===== src/rtl/arb_gate_pkg.sv =====
// Package: shared constants for the arbiter request-disable block.
// Assumes an 8-bit register whose bit 0 is the only implemented field.
package arb_gate_pkg;
    localparam int REG_W       = 8;
    localparam int DIS_BIT     = 0;
    localparam logic [REG_W-1:0] REG_RESET = '0;
endpackage


===== src/rtl/arb_io_decode.sv =====
// Module: arb_io_decode
// Decodes one fixed I/O address. The access is claimed when the enable bit
// of the power-management word is set, otherwise flagged for forwarding.
// Assumes io_rd and io_wr are single-cycle strobes, never both high.
module arb_io_decode #(
    parameter int ADDR_W    = 16,
    parameter logic [ADDR_W-1:0] IO_ADDR = 16'h0022,
    parameter int PM_EN_BIT = 6
) (
    input  logic [ADDR_W-1:0] io_addr,
    input  logic              io_rd,
    input  logic              io_wr,
    input  logic [7:0]        pm_ctl,
    output logic              claim,
    output logic              forward,
    output logic              wr_en
);
    logic hit;

    // Address match for any strobe, then split by the enable bit.
    always_comb begin
        hit     = (io_rd || io_wr) && (io_addr == IO_ADDR);
        claim   = hit && pm_ctl[PM_EN_BIT];
        forward = hit && !pm_ctl[PM_EN_BIT];
        wr_en   = claim && io_wr;
    end
endmodule


===== src/rtl/arb_ctl_reg.sv =====
// Module: arb_ctl_reg
// Holds the disable bit and the passive-release pending flag.
// Pending is raised when the bit goes 0->1 with passive release active and
// no acknowledge seen. It drops on acknowledge or when the bit is cleared.
module arb_ctl_reg (
    input  logic clk,
    input  logic rst_n,
    input  logic wr_en,
    input  logic wr_bit,
    input  logic passive_rel,
    input  logic hold_ack_n,
    output logic dis_q,
    output logic pend_q
);
    logic dis_d;
    logic pend_d;
    logic set_edge;

    // Next-state for the disable bit and the deferral flag.
    always_comb begin
        set_edge = wr_en && wr_bit && !dis_q;
        dis_d    = wr_en ? wr_bit : dis_q;
        pend_d   = dis_d && hold_ack_n && (set_edge ? passive_rel : pend_q);
    end

    // State registers with synchronous active-low reset.
    always_ff @(posedge clk) begin
        if (!rst_n) begin
            dis_q  <= 1'b0;
            pend_q <= 1'b0;
        end else begin
            dis_q  <= dis_d;
            pend_q <= pend_d;
        end
    end
endmodule


===== src/rtl/arb_req_gate.sv =====
// Module: arb_req_gate
// Masks active-low request lines while mask_on is high. A line that was
// already asserted before masking began keeps passing until it deasserts.
module arb_req_gate #(
    parameter int N = 4
) (
    input  logic         clk,
    input  logic         rst_n,
    input  logic         mask_on,
    input  logic [N-1:0] req_n,
    output logic [N-1:0] gated_n
);
    logic [N-1:0] keep_q;
    logic [N-1:0] keep_d;

    // Per-line grandfathering and output masking.
    always_comb begin
        keep_d  = ~req_n & (~{N{mask_on}} | keep_q);
        gated_n = req_n | ({N{mask_on}} & ~keep_q);
    end

    // Grandfather flags, cleared in reset.
    always_ff @(posedge clk) begin
        if (!rst_n) keep_q <= '0;
        else        keep_q <= keep_d;
    end
endmodule


===== src/rtl/arb_gate_top.sv =====
// Module: arb_gate_top
// I/O control register with request masking ahead of the bus arbiters.
// Assumes request pins already synchronised to clk.
module arb_gate_top #(
    parameter int ADDR_W    = 16,
    parameter logic [ADDR_W-1:0] IO_ADDR = 16'h0022,
    parameter int PM_EN_BIT = 6,
    parameter int N_EXT     = 5,
    parameter int N_AGP     = 1,
    parameter int N_INT     = 3
) (
    input  logic              clk,
    input  logic              rst_n,
    input  logic [ADDR_W-1:0] io_addr,
    input  logic              io_rd,
    input  logic              io_wr,
    input  logic [7:0]        io_wdata,
    input  logic [7:0]        pm_ctl,
    output logic [7:0]        io_rdata,
    output logic              io_claim,
    output logic              io_forward,
    input  logic [N_EXT-1:0]  ext_req_n,
    input  logic [N_AGP-1:0]  agp_req_n,
    input  logic              hold_req_n,
    input  logic              hold_ack_n,
    input  logic              passive_rel,
    input  logic [N_INT-1:0]  int_req_n,
    output logic [N_EXT-1:0]  ext_req_gated_n,
    output logic [N_AGP-1:0]  agp_req_gated_n,
    output logic              hold_req_gated_n,
    output logic [N_INT-1:0]  int_req_gated_n
);
    import arb_gate_pkg::*;

    logic wr_en;
    logic dis_q;
    logic pend_q;
    logic hold_mask;

    arb_io_decode #(.ADDR_W(ADDR_W), .IO_ADDR(IO_ADDR), .PM_EN_BIT(PM_EN_BIT)) dec_i (
        .io_addr(io_addr), .io_rd(io_rd), .io_wr(io_wr), .pm_ctl(pm_ctl),
        .claim(io_claim), .forward(io_forward), .wr_en(wr_en)
    );

    arb_ctl_reg ctl_i (
        .clk(clk), .rst_n(rst_n), .wr_en(wr_en), .wr_bit(io_wdata[DIS_BIT]),
        .passive_rel(passive_rel), .hold_ack_n(hold_ack_n),
        .dis_q(dis_q), .pend_q(pend_q)
    );

    // Read-back: reserved bits are zero, data only on a claimed read.
    always_comb begin
        io_rdata = REG_RESET;
        if (io_claim && io_rd) io_rdata[DIS_BIT] = dis_q;
    end

    // Hold masking waits for the passive-release deferral to end.
    always_comb hold_mask = dis_q && !pend_q;

    arb_req_gate #(.N(N_EXT)) ext_gate_i (
        .clk(clk), .rst_n(rst_n), .mask_on(dis_q),
        .req_n(ext_req_n), .gated_n(ext_req_gated_n)
    );

    arb_req_gate #(.N(N_AGP)) agp_gate_i (
        .clk(clk), .rst_n(rst_n), .mask_on(dis_q),
        .req_n(agp_req_n), .gated_n(agp_req_gated_n)
    );

    arb_req_gate #(.N(1)) hold_gate_i (
        .clk(clk), .rst_n(rst_n), .mask_on(hold_mask),
        .req_n(hold_req_n), .gated_n(hold_req_gated_n)
    );

    // Internal requests are never masked.
    always_comb int_req_gated_n = int_req_n;
endmodule


===== config.mk =====
export PLATFORM = sky130hd
export DESIGN_NAME = arb_gate_top
export DESIGN_NICKNAME = d
export VERILOG_FILES = /design/src/rtl/arb_gate_pkg.sv /design/src/rtl/arb_io_decode.sv /design/src/rtl/arb_ctl_reg.sv /design/src/rtl/arb_req_gate.sv /design/src/rtl/arb_gate_top.sv
export SDC_FILE = /design/constraint.sdc
export NUM_CORES = 1
export LEC_CHECK = 0
export ABC_AREA = 0
export ABC_CLOCK_PERIOD_IN_PS = 1700
export BUFFER_PORTS_ARGS = -buffer_cell sky130_fd_sc_hd__buf_2
export CORE_MARGIN = 4
export CORE_UTILIZATION = 32
export CTS_CLUSTER_SIZE = 10
export DETAILED_ROUTE_END_ITERATION = 10
export GPL_TIMING_DRIVEN = 0
export HOLD_SLACK_MARGIN = 0.06
export PLACE_DENSITY = 0.85
export SLEW_MARGIN = 0
export SYNTH_ARGS = -nofsm -noshare
export SYNTH_HDL_FRONTEND = slang
export SYNTH_SLANG_ARGS = --single-unit

===== constraint.sdc =====
create_clock -name clk -period 1.7 [get_ports clk]
set_input_delay 0.17 -clock clk [delete_from_list [all_inputs] [get_ports clk]]
set_output_delay 0.17 -clock clk [all_outputs]
set_load 0.01 [all_outputs]

==> run metrics <==
outcome finished with violations; failing checks setup timing; final setup violating endpoints 1; R2R Path Start ctl_i.dis_q$_SDFF_PN0_; Syn Inst Count 71; startpoint class of the critical path input port; share of cells above drive strength 1 49.6%; worst path required time 1.53 ns; die width 50.4 um; Placer Congestion 0.714; Slew Limit Fails 0; hold_sp agp_req_n; Critical Path Max Stage Delay 0.52 ns; commonest non-fill, non-tap cell in the layout buf_2; DIE AREA 2540 sq um; Final Instance Area 888 sq um; Crit Path Class input port to primary output; Root Buffer clkbuf_4; Site Rows 15; Via-to-Cell Ratio 4.36; Antenna Cells 0; clock buffer depth 2; Final Hold Vio Count 0; final wirelength 1550 um; sequential share of the synthesized area 31.3%; per-cell routed wire length 10.4 um; Cell Area, Synth 576 sq um; crit-path cells buf_6, or4_4, or3_4, nor3_4, and3_1, buf_2; Seq cells post-synth 9; Worst Setup Slack, final -0.0376 ns; Final Cycle Share 102%; peak supply drop 0.391 mV; maxcap violations 0; placed instance area 845 sq um; Top Ports 68; clock-pin slew on the worst setup and hold paths 0.06 ns; min Tclk post-route 1.74 ns; LEAKAGE 0.488 nW; TritonRoute pass-1 iters 2; P&R area growth vs syn 54.3%; DP HPWL 1350 um; core area 1710 sq um; ANT nets after route 0; initial antenna violation count 0; RR Endpoint ctl_i.pend_q$_SDFF_PN0_; DP Worst Slack -0.166 ns; DIE HEIGHT 50.4 um; All-Layer GR Usage 13.1%; cts hold-fix bufs 0; post-synthesis cell type count 23; R2R Setup Slk 0.46 ns; CTS Sinks 9; Post-Synthesis Mean Instance Area 8.11 sq um; fin nets 174; Worst Hold Class input port to flip-flop; grt ovf 0; cell count of the worst reg-to-reg path 4; largest net degree at the start of global routing 11; Worst-Skew Late Latency 0.26 ns; 1st-iter DRT viols 7; FMAX 576 MHz; FILL cells 169; Initial Util 33.7%; vias 654; H-tree depth 1; total CTS buffers 3; most frequent cells in the layout buf_2, buf_4, nor2_1, dfxtp_1, inv_1; CP startpoint io_addr[0]; first-pass GRT wire length 2570 um; endpoint class of the critical path primary output; RSZ-0062 raised after global routing yes; synth warn 0; CP Data Arrival Time 1.57 ns; hold path depth 3; Cell Pwr Density 558 nW/um^2; vias in the first global route 681; DR DRC count 0; Buffers on Ports 43; worst-path fanout max 3; clock tree from TritonCTS done; WHS Endpoint agp_gate_i.keep_q$_SDFF_PN0_; CP max stage cell or4_4; Worst Clk Skew 0.00508 ns
-- critical path: cells and delay by family --
family                 cells  cell delay [ns]
buffers and inverters      2             0.22
and+or+nand+nor            4             1.18
-- per-layer routing --
layer | global-route usage [%] | routed length, um | share of wire [%]
met5 | 0 | 0 | 0
met4 | 4.48 | 15 | 0.97
met3 | 6.53 | 113 | 7.3
met2 | 25.7 | 902 | 58
met1 | 11.2 | 522 | 34
-- Yosys cell counts (all sizes together) --
| master | n | area [sq um] |
|---|---|---|
| inv | 8 | 30.0 |
| nor3b | 1 | 7.51 |
| dfxtp | 9 | 180 |
| nor4 | 2 | 12.5 |
| nor3 | 4 | 31.3 |
| a22oi | 1 | 7.51 |
| a21oi | 1 | 5.00 |
| conb | 1 | 3.75 |
| nor2 | 9 | 33.8 |
| o31ai | 1 | 12.5 |
| nand4 | 1 | 6.26 |
| nand4b | 1 | 8.76 |
| or3 | 1 | 11.3 |
| clkbuf | 1 | 3.75 |
| o21ai | 2 | 10.0 |
| nand4bb | 1 | 27.5 |
| nand2 | 2 | 7.51 |
| or4 | 2 | 15.0 |
| and3 | 3 | 18.8 |
| nand3 | 3 | 15.0 |
| a21o | 7 | 52.6 |
| buf | 10 | 75.1 |
-- worst max-delay path by stage --
stage,to,slack (ns)
2_1_floorplan,io_rdata[0],0.0002
3_3_place_gp,io_rdata[0],-0.13
6_report,io_rdata[0],-0.04
3_5_place_dp,io_rdata[0],-0.17
4_1_cts,io_rdata[0],-0.05
5_1_grt,io_rdata[0],-0.08
-- registers in the layout (all words and copies together), names as in the netlist --
name	cells
ctl_i.pend_q	1
ext_gate_i.keep_q	5
ctl_i.dis_q	1
agp_gate_i.keep_q	1
hold_gate_i.keep_q	1
-- layout make-up --
class	instances	area (sq um)	area share, %
buffer	11	78.8	8.87
clock buffer	4	26.3	2.96
inverter	8	30.0	3.38
multi-input combinational	49	313	35.2
sequential	9	180	20.3
tap	25	31.3	3.52
timing repair buffer	44	229	25.8
-- timing repair --
item,CTS,global route
buffers inserted,1,0
endpoints found under the setup margin,3,1
pin swaps,2,0
hold endpoints to repair,0,0
cloned,0,0
resized for setup,2,0
-- where the power goes --
part / total (mW) / switching, mW / internal (mW)
combinational: 0.114 / 0.0505 / 0.0630
sequential: 0.222 / 0.00195 / 0.220
clock: 0.160 / 0.0702 / 0.0902
total: 0.496 / 0.123 / 0.373
-- through the flow --
step | total power [mW] | instances | TNS (ns) | utilization, % | hold slack (ns)
finish | 0.496 | 150 | -0.0376 | 52.0 | 0.148
global route | 0.532 | 150 | -0.0807 | 52.0 | 0.158
floorplan | 0.284 | 77 | 0 | - | 0.322
detailed placement | 0.338 | 145 | -0.246 | 49.5 | 0.420
CTS | 0.502 | 150 | -0.0509 | 52.0 | 0.147
global placement | 0.334 | 145 | -0.144 | 49.5 | 0.410
-- logic make-up (layout without fill, tap and decap cells) --
logic type | Yosys count | after routing | synth area share (%)
AND/OR/NAND/NOR | 30 | 30 | 33.9
buffers and inverters | 19 | 67 | 18.9
AO/OA/AOI/OAI | 12 | 12 | 15.2
flip-flops | 9 | 9 | 31.3
other | 1 | 7 | 0.652
Note: power is estimated with default switching activity, not from simulation.
